<file path="config.mk">
export PLATFORM = sky130hd
export DESIGN_NAME = hdlc_tx_framer
export DESIGN_NICKNAME = d
export VERILOG_FILES = /design/src/rtl/hdlc_pkg.sv /design/src/rtl/hdlc_fifo.sv /design/src/rtl/hdlc_crc.sv /design/src/rtl/hdlc_irq.sv /design/src/rtl/hdlc_tx_framer.sv
export SDC_FILE = /design/constraint.sdc
export NUM_CORES = 1
export LEC_CHECK = 0
export BUFFER_PORTS_ARGS = -buffer_cell sky130_fd_sc_hd__clkbuf_2
export CAP_MARGIN = 40
export CORE_MARGIN = 5
export CORE_UTILIZATION = 30
export CTS_BUF_LIST = sky130_fd_sc_hd__clkbuf_16
export DETAILED_ROUTE_END_ITERATION = 7
export GPL_TIMING_DRIVEN = 0
export HOLD_SLACK_MARGIN = 0.08
export PLACE_DENSITY = 0.5
export SLEW_MARGIN = 10
export SYNTH_ARGS = -nofsm -noshare
export SYNTH_HDL_FRONTEND = slang
export SYNTH_SLANG_ARGS = --single-unit
</file>
<file path="constraint.sdc">
create_clock -name clk -period 3.81 [get_ports clk]
set_input_delay 0.381 -clock clk [delete_from_list [all_inputs] [get_ports clk]]
set_output_delay 0.381 -clock clk [all_outputs]
set_load 0.05 [all_outputs]
</file>
<file path="src/rtl/hdlc_pkg.sv">
package hdlc_pkg;

  localparam logic [7:0] FLAG_BYTE = 8'h7E;
  localparam int         TAG_BEGIN = 8;
  localparam int         TAG_END   = 9;
  localparam int         N_IRQ_SRC = 5;

  typedef enum logic [2:0] {
    S_IDLE,
    S_OFLAG,
    S_DATA,
    S_FCS,
    S_CFLAG
  } tx_state_e;

  // reflected polynomial for the chosen check sequence
  function automatic logic [31:0] crc_poly(input logic [1:0] sel);
    case (sel)
      2'd0:    return 32'h0000_8408;
      2'd1:    return 32'h0000_A001;
      default: return 32'hEDB8_8320;
    endcase
  endfunction

  function automatic logic is_crc16(input logic [1:0] sel);
    return (sel == 2'd0) || (sel == 2'd1);
  endfunction

  // index of the last check-sequence bit
  function automatic logic [4:0] fcs_last(input logic [1:0] sel);
    return is_crc16(sel) ? 5'd15 : 5'd31;
  endfunction

endpackage

</file>
<file path="src/rtl/hdlc_fifo.sv">
module hdlc_fifo #(
  parameter int DEPTH = 32,
  parameter int WIDTH = 10,
  localparam int AW = $clog2(DEPTH),
  localparam int CW = AW + 1
) (
  input  logic             clk,
  input  logic             rst_n,
  input  logic             flush,
  input  logic             push,
  input  logic [WIDTH-1:0] push_data,
  input  logic             pop,
  output logic [WIDTH-1:0] head,
  output logic [CW-1:0]    count,
  output logic             empty,
  output logic             full
);

  logic [WIDTH-1:0] mem [DEPTH];
  logic [AW-1:0]    wr_ptr, rd_ptr, wr_n, rd_n;
  logic [CW-1:0]    cnt_n;
  logic             do_push, do_pop;

  assign full    = (count == CW'(DEPTH));
  assign empty   = (count == '0);
  assign do_push = push && !full && !flush;
  assign do_pop  = pop && !empty && !flush;
  assign head    = mem[rd_ptr];

  always_comb begin
    wr_n  = wr_ptr;
    rd_n  = rd_ptr;
    cnt_n = count;
    if (flush) begin
      wr_n  = '0;
      rd_n  = '0;
      cnt_n = '0;
    end else begin
      if (do_push) wr_n = wr_ptr + 1'b1;
      if (do_pop)  rd_n = rd_ptr + 1'b1;
      cnt_n = count + CW'(do_push) - CW'(do_pop);
    end
  end

  always_ff @(posedge clk) begin
    if (do_push) mem[wr_ptr] <= push_data;
  end

  always_ff @(posedge clk or negedge rst_n) begin
    if (!rst_n) begin
      wr_ptr <= '0;
      rd_ptr <= '0;
      count  <= '0;
    end else begin
      wr_ptr <= wr_n;
      rd_ptr <= rd_n;
      count  <= cnt_n;
    end
  end

endmodule

</file>
<file path="src/rtl/hdlc_crc.sv">
module hdlc_crc (
  input  logic        clk,
  input  logic        rst_n,
  input  logic        load,
  input  logic [31:0] init_val,
  input  logic [1:0]  sel,
  input  logic        shift_en,
  input  logic        din,
  input  logic        fcs_en,
  output logic        lsb
);
  import hdlc_pkg::*;

  logic [31:0] crc_q, crc_n;
  logic        fb;

  assign fb  = crc_q[0] ^ din;
  assign lsb = crc_q[0];

  always_comb begin
    crc_n = crc_q;
    if (load)
      crc_n = is_crc16(sel) ? {16'h0, init_val[15:0]} : init_val;
    else if (shift_en)
      crc_n = (crc_q >> 1) ^ (fb ? crc_poly(sel) : 32'h0);
    else if (fcs_en)
      crc_n = crc_q >> 1;
  end

  always_ff @(posedge clk or negedge rst_n) begin
    if (!rst_n) crc_q <= '1;
    else        crc_q <= crc_n;
  end

endmodule

</file>
<file path="src/rtl/hdlc_irq.sv">
module hdlc_irq #(
  parameter int DEPTH = 32,
  localparam int CW = $clog2(DEPTH) + 1
) (
  input  logic                       empty,
  input  logic                       full,
  input  logic [CW-1:0]              count,
  input  logic [CW-1:0]              thr,
  input  logic [hdlc_pkg::N_IRQ_SRC-1:0] mask,
  output logic                       irq
);
  logic [hdlc_pkg::N_IRQ_SRC-1:0] src;

  assign src = {count >= thr, !full, full, !empty, empty};
  assign irq = |(src & mask);

endmodule

</file>
<file path="src/rtl/hdlc_tx_framer.sv">
module hdlc_tx_framer #(
  parameter int DEPTH = 32,
  localparam int CW = $clog2(DEPTH) + 1
) (
  input  logic          clk,
  input  logic          rst_n,
  input  logic          wr_en,
  input  logic [9:0]    wr_data,
  input  logic          flush,
  input  logic          raw_mode,
  input  logic [1:0]    crc_sel,
  input  logic [31:0]   crc_init,
  input  logic [4:0]    irq_mask,
  input  logic [CW-1:0] irq_thr,
  input  logic          bit_en,
  output logic          tx_bit,
  output logic          tx_act,
  output logic [CW-1:0] fifo_count,
  output logic          fifo_empty,
  output logic          fifo_full,
  output logic          ovr_flag,
  output logic          udr_flag,
  output logic          irq
);
  import hdlc_pkg::*;

  localparam logic [2:0] RUN_LIMIT = 3'd5;

  tx_state_e   state, state_n;
  logic [7:0]  sh, sh_n;
  logic        end_q, end_n;
  logic [4:0]  bitn, bitn_n;
  logic [2:0]  ones, ones_n;
  logic        raw_q, raw_n;
  logic [1:0]  sel_q, sel_n;
  logic        txb_n, act_n;
  logic        pop, udr_set;
  logic        crc_load, crc_shift, crc_fcs, crc_lsb;
  logic [9:0]  f_head;
  logic        stuff_due;

  hdlc_fifo #(.DEPTH(DEPTH), .WIDTH(10)) u_fifo (
    .clk(clk), .rst_n(rst_n), .flush(flush), .push(wr_en), .push_data(wr_data),
    .pop(pop), .head(f_head), .count(fifo_count), .empty(fifo_empty), .full(fifo_full)
  );

  hdlc_crc u_crc (
    .clk(clk), .rst_n(rst_n), .load(crc_load), .init_val(crc_init), .sel(sel_n),
    .shift_en(crc_shift), .din(sh[0]), .fcs_en(crc_fcs), .lsb(crc_lsb)
  );

  hdlc_irq #(.DEPTH(DEPTH)) u_irq (
    .empty(fifo_empty), .full(fifo_full), .count(fifo_count), .thr(irq_thr),
    .mask(irq_mask), .irq(irq)
  );

  assign stuff_due = (ones == RUN_LIMIT);

  always_comb begin
    state_n   = state;
    sh_n      = sh;
    end_n     = end_q;
    bitn_n    = bitn;
    ones_n    = ones;
    raw_n     = raw_q;
    sel_n     = sel_q;
    txb_n     = tx_bit;
    act_n     = tx_act;
    pop       = 1'b0;
    udr_set   = 1'b0;
    crc_load  = 1'b0;
    crc_shift = 1'b0;
    crc_fcs   = 1'b0;
    if (bit_en) begin
      unique case (state)
        S_IDLE: begin
          txb_n = 1'b1;
          act_n = 1'b0;
          if (!fifo_empty) begin
            pop = 1'b1;
            if (raw_mode || f_head[TAG_BEGIN]) begin
              raw_n    = raw_mode;
              sel_n    = crc_sel;
              sh_n     = f_head[7:0];
              end_n    = f_head[TAG_END];
              crc_load = 1'b1;
              bitn_n   = '0;
              ones_n   = '0;
              state_n  = raw_mode ? S_DATA : S_OFLAG;
            end
          end
        end
        S_OFLAG: begin
          txb_n  = FLAG_BYTE[bitn[2:0]];
          act_n  = 1'b1;
          ones_n = '0;
          bitn_n = bitn + 5'd1;
          if (bitn == 5'd7) begin
            state_n = S_DATA;
            bitn_n  = '0;
          end
        end
        S_DATA: begin
          act_n = 1'b1;
          if (!raw_q && stuff_due) begin
            txb_n  = 1'b0;
            ones_n = '0;
          end else begin
            txb_n     = sh[0];
            sh_n      = {1'b0, sh[7:1]};
            crc_shift = !raw_q;
            ones_n    = sh[0] ? ones + 3'd1 : 3'd0;
            bitn_n    = bitn + 5'd1;
            if (bitn == 5'd7) begin
              bitn_n = '0;
              if (!raw_q && end_q) begin
                state_n = S_FCS;
              end else if (!fifo_empty) begin
                pop   = 1'b1;
                sh_n  = f_head[7:0];
                end_n = f_head[TAG_END];
              end else if (raw_q) begin
                state_n = S_IDLE;
              end else begin
                udr_set = 1'b1;
                state_n = S_CFLAG;
              end
            end
          end
        end
        S_FCS: begin
          act_n = 1'b1;
          if (stuff_due) begin
            txb_n  = 1'b0;
            ones_n = '0;
          end else begin
            txb_n   = ~crc_lsb;
            crc_fcs = 1'b1;
            ones_n  = crc_lsb ? 3'd0 : ones + 3'd1;
            bitn_n  = bitn + 5'd1;
            if (bitn == fcs_last(sel_q)) begin
              state_n = S_CFLAG;
              bitn_n  = '0;
            end
          end
        end
        S_CFLAG: begin
          act_n = 1'b1;
          if (stuff_due) begin
            txb_n  = 1'b0;
            ones_n = '0;
          end else begin
            txb_n  = FLAG_BYTE[bitn[2:0]];
            ones_n = '0;
            bitn_n = bitn + 5'd1;
            if (bitn == 5'd7) begin
              state_n = S_IDLE;
              bitn_n  = '0;
            end
          end
        end
        default: state_n = S_IDLE;
      endcase
    end
  end

  always_ff @(posedge clk or negedge rst_n) begin
    if (!rst_n) begin
      state  <= S_IDLE;
      sh     <= '0;
      end_q  <= 1'b0;
      bitn   <= '0;
      ones   <= '0;
      raw_q  <= 1'b0;
      sel_q  <= '0;
      tx_bit <= 1'b1;
      tx_act <= 1'b0;
    end else if (bit_en) begin
      state  <= state_n;
      sh     <= sh_n;
      end_q  <= end_n;
      bitn   <= bitn_n;
      ones   <= ones_n;
      raw_q  <= raw_n;
      sel_q  <= sel_n;
      tx_bit <= txb_n;
      tx_act <= act_n;
    end
  end

  always_ff @(posedge clk or negedge rst_n) begin
    if (!rst_n) begin
      ovr_flag <= 1'b0;
      udr_flag <= 1'b0;
    end else if (flush) begin
      ovr_flag <= 1'b0;
      udr_flag <= 1'b0;
    end else begin
      if (wr_en && fifo_full) ovr_flag <= 1'b1;
      if (udr_set)            udr_flag <= 1'b1;
    end
  end

endmodule

</file>
==> flow_summary.json <==
{
  "detail_route.drc_violations": 0,
  "syn2layout_area_growth_pct": 20.76,
  "critPathMaxStageDelay_ns": 0.44,
  "final.fill_count": 5236,
  "tightestPinTransition_ns": 0.9200,
  "die_width_um": 246.1,
  "max_clock_freq_mhz": 285.3,
  "switching_share_pct": 29.62,
  "routabilityCongestion": 0.7663,
  "io_buffers": 72,
  "synthArstFlopShare_pct": 18.99,
  "layout.nets": 1276,
  "track_usage_pct": 13.59,
  "dp.cells": 1852,
  "grt_residual_overflow": 0,
  "synth_area_leader_cell": "sky130_fd_sc_hd__edfxtp_1",
  "power.share.clock_pct": 33.6,
  "die-height_um": 246.1,
  "cp-end-kind": "flip-flop",
  "number_of_register_bits_inferred_by_synthesis": 395,
  "tritoncts": "built",
  "max_cap_violations": 0,
  "hpwl_um": 27820,
  "post_synth_instance_area_um2": 16720,
  "clock_sinks": 395,
  "hold_class": "input pin to flip-flop",
  "crit_chain": "inv_1 > ha_1 > nand3_1 > a31oi_4 > clkbuf_1 > nor4_2 > ha_1 > inv_1 > ha_1 > fa_1 > a21oi_1 > nor2_1 > nor2_1 > xor2_1 > nor2_1",
  "power.share.combinational_pct": 25.1,
  "worst_slew_margin_rel_pct": 38.60,
  "synth_top_cells_by_count": "320 x sky130_fd_sc_hd__edfxtp_1, 81 x sky130_fd_sc_hd__mux4_2, 74 x sky130_fd_sc_hd__nor2_1",
  "setup_violations": 0,
  "postLayoutCoreUtil_pct": 36.58,
  "cts_inserted_buffers": 45,
  "cts_setup_buffers": 0,
  "cts_max_level": 2,
  "cts_max_path_buffers": 3,
  "leakage_nw": 6.883,
  "initial_core_util_pct": 30.29,
  "grt_pass1_vias": 9884,
  "pin_count": 74,
  "grt_setup_unrepaired": "no",
  "grt_first_pass_wirelength_um": 62440,
  "syn_area_per_cell_um2": 16.64,
  "run_status": "finished clean",
  "vias": 9511,
  "finalMaxSlewViolations": 0,
  "dr.pass1.iters": 4,
  "yosysWarningCount": 0,
  "drt-wirelength-per-cell_um": 20.90,
  "hold_ws_ns": 0.1173,
  "crit_arrival_ns": 3.93,
  "insertion_delay_ns": 0.58,
  "power.density_cell_area_nw_per_um2": 641.3,
  "grt_start_max_net_pins": 54,
  "period_share_pct": 92.00,
  "synth_edf_count": 320,
  "ys.flop_type": "sky130_fd_sc_hd__edfxtp_1",
  "clockRootBuffer": "sky130_fd_sc_hd__clkbuf_16",
  "synth.lib_cells_used.distinct": 56,
  "finalHoldViolCount": 0,
  "worst-endpoint-required_ns": 4.23,
  "fp-row-count": 86,
  "final_wirelength_um": 41230,
  "synth_top_cells_by_area": "sky130_fd_sc_hd__edfxtp_1 57%, sky130_fd_sc_hd__mux4_2 11%, sky130_fd_sc_hd__dfrtp_1 6.3%",
  "ys_seq_area_share_pct": 68.93,
  "seq_power_share_pct": 41.3,
  "cts.clk_slew.worst_paths_ns": 0.06,
  "grt_antenna_before_repair": 0,
  "power.net_switching_w": 0.003837,
  "cellInternalPower_w": 0.009114,
  "period_needed_ns": 3.505,
  "core_area_um2": 55200,
  "synthesis.nets": 1092,
  "postSynthCellCount": 1005,
  "die_area_um2": 60560,
  "critPathBufInv": 3,
  "avgViaCountPerCell": 4.821,
  "netlist.area_leader.share_pct": 57.46,
  "crit_family": "adder cells",
  "setup_skew_after_layout_ns": 0.02780,
  "post_layout_nonfiller_instances": 1973,
  "critPathLaunchType": "flip-flop",
  "crit_slowest_cell": "sky130_fd_sc_hd__dfrtp_1",
  "yosys.cell_count.top_type": "sky130_fd_sc_hd__edfxtp_1",
  "ant_nets": 0,
  "crit_type": "flip-flop to flip-flop",
  "cp_max_fo": 10,
  "finalPower_w": 0.01295,
  "first_iter_violations": 625,
  "irDropWorstVdd_mv": 0.3082,
  "drive_gt1_share_pct": 27.67,
  "num_antenna_cells": 0
}
[kinds of logic after synthesis]
| logic type | share of synthesized area [%] |
|---|---|
| flip-flops | 68.93 |
| AND/OR/NAND/NOR | 6.270 |
| multiplexers | 14.36 |
| AO/OA/AOI/OAI | 4.684 |
| buffers and inverters | 2.192 |
| XOR/XNOR | 1.571 |
| adder cells (fa/ha/maj) | 1.990 |
[power by group through the flow]
stage / combinational (W) / clock (W) / sequential [W]
final: 0.00325 / 0.00435 / 0.00535
after floorplan: 0.00228 / 0 / 0.00548
after global placement: 0.00320 / 0 / 0.00543
after detailed placement: 0.00325 / 0 / 0.00544
after global routing: 0.00357 / 0.00465 / 0.00539
after CTS: 0.00330 / 0.00447 / 0.00535
[what timing repair did]
item / 4_1_cts / 5_1_grt
gates resized for setup: 2 / 2
endpoints found under the hold margin: 55 / 0
hold buffers: 38 / 0
pin swaps: 0 / 0
setup endpoints to repair: 2 / 2
[area by class of cell]
type                            count  area, um^2  area share (%)
Clock buffer                       45        1126           5.576
Timing Repair Buffer              137       989.7           4.901
Clock inverter                     38       370.4           1.834
Sequential cell                   395       11530           57.08
Inverter                           27       101.3          0.5019
Buffer                             48       265.3           1.314
Multi-Input combinational cell    535        4878           24.16
Tap cell                          748       935.9           4.634
[worst paths after layout]
path	from	to	slack (ns)	cells past startpoint
worst max-delay path	u_fifo.count[2]	u_fifo.count[4]	0.30	15
worst min-delay path	wr_en	ovr_flag	0.12	3
worst max register to register	u_fifo.count[2]	u_fifo.count[4]	0.30	15
worst min register to register	ovr_flag	ovr_flag	0.50	2
max in group asynchronous	rst_n	u_crc.crc_q[24]	2.83	3
min in group asynchronous	rst_n	u_fifo.count[1]	0.32	2
[registers in the layout, summed over array words and instances (netlist names)]
register and cells:
sel_q 2, end_q 1, tx_bit 1, u_fifo.rd_ptr 5, bitn 5, u_fifo.count 6, state 3, udr_flag 1
tx_act 1, ovr_flag 1, u_crc.crc_q 32, u_fifo.wr_ptr 5, raw_q 1, sh 8, u_fifo.mem 320, ones 3
[layout by cell type, fill, tap and decap left out, types with 5 or more instances in the layout]
cell type / count
sky130_fd_sc_hd__a21o_1: 7
sky130_fd_sc_hd__a21oi_1: 14
sky130_fd_sc_hd__buf_2: 11
sky130_fd_sc_hd__buf_4: 27
sky130_fd_sc_hd__buf_6: 10
sky130_fd_sc_hd__bufinv_16: 6
sky130_fd_sc_hd__clkbuf_1: 22
sky130_fd_sc_hd__clkbuf_16: 45
sky130_fd_sc_hd__clkbuf_2: 71
sky130_fd_sc_hd__clkinv_1: 10
sky130_fd_sc_hd__clkinv_2: 11
sky130_fd_sc_hd__dfrtp_1: 42
sky130_fd_sc_hd__dfstp_2: 33
sky130_fd_sc_hd__dlygate4sd3_1: 38
sky130_fd_sc_hd__edfxtp_1: 320
sky130_fd_sc_hd__ha_1: 25
sky130_fd_sc_hd__inv_1: 30
sky130_fd_sc_hd__mux2_2: 13
sky130_fd_sc_hd__mux2i_1: 43
sky130_fd_sc_hd__mux4_2: 81
sky130_fd_sc_hd__nand2_1: 48
sky130_fd_sc_hd__nand2b_1: 6
sky130_fd_sc_hd__nand3_1: 27
sky130_fd_sc_hd__nor2_1: 67
sky130_fd_sc_hd__nor2_2: 7
sky130_fd_sc_hd__nor2b_1: 14
sky130_fd_sc_hd__nor3_1: 15
sky130_fd_sc_hd__o21ai_0: 34
sky130_fd_sc_hd__o21ai_1: 10
sky130_fd_sc_hd__o22ai_1: 30
sky130_fd_sc_hd__or3_1: 5
sky130_fd_sc_hd__or4_1: 9
sky130_fd_sc_hd__xnor2_1: 26
[per-stage QoR]
| stage | area (um^2) | setup slack (ns) | setup TNS [ns] |
|---|---|---|---|
| after global placement | 18020 | -0.07950 | -0.2721 |
| after floorplan | 16720 | 0.3937 | 0 |
| after detailed placement | 18290 | -0.08393 | -0.09698 |
| after global routing | 20190 | 0.04227 | 0 |
| final | 20190 | 0.3047 | 0 |
| after CTS | 20180 | 0.1243 | 0 |
[per-layer routing]
layer  GRT usage [%]  routed length, um
met1           18.46              18290
met2           22.37              19780
met3           2.734               2290
met4           3.774                871
met5               0                  0
[worst reg2reg max path, stage by stage, from the launching register on]
cell and delay (ns):
sky130_fd_sc_hd__dfrtp_1 0.44, sky130_fd_sc_hd__inv_1 0.11, sky130_fd_sc_hd__ha_1 0.17, sky130_fd_sc_hd__nand3_1 0.26, sky130_fd_sc_hd__a31oi_4 0.39, sky130_fd_sc_hd__clkbuf_1 0.40, sky130_fd_sc_hd__nor4_2 0.11, sky130_fd_sc_hd__ha_1 0.31
sky130_fd_sc_hd__inv_1 0.04, sky130_fd_sc_hd__ha_1 0.20, sky130_fd_sc_hd__fa_1 0.44, sky130_fd_sc_hd__a21oi_1 0.14, sky130_fd_sc_hd__nor2_1 0.05, sky130_fd_sc_hd__nor2_1 0.11, sky130_fd_sc_hd__xor2_1 0.16, sky130_fd_sc_hd__nor2_1 0.05
(Power assumes the default switching activity.)
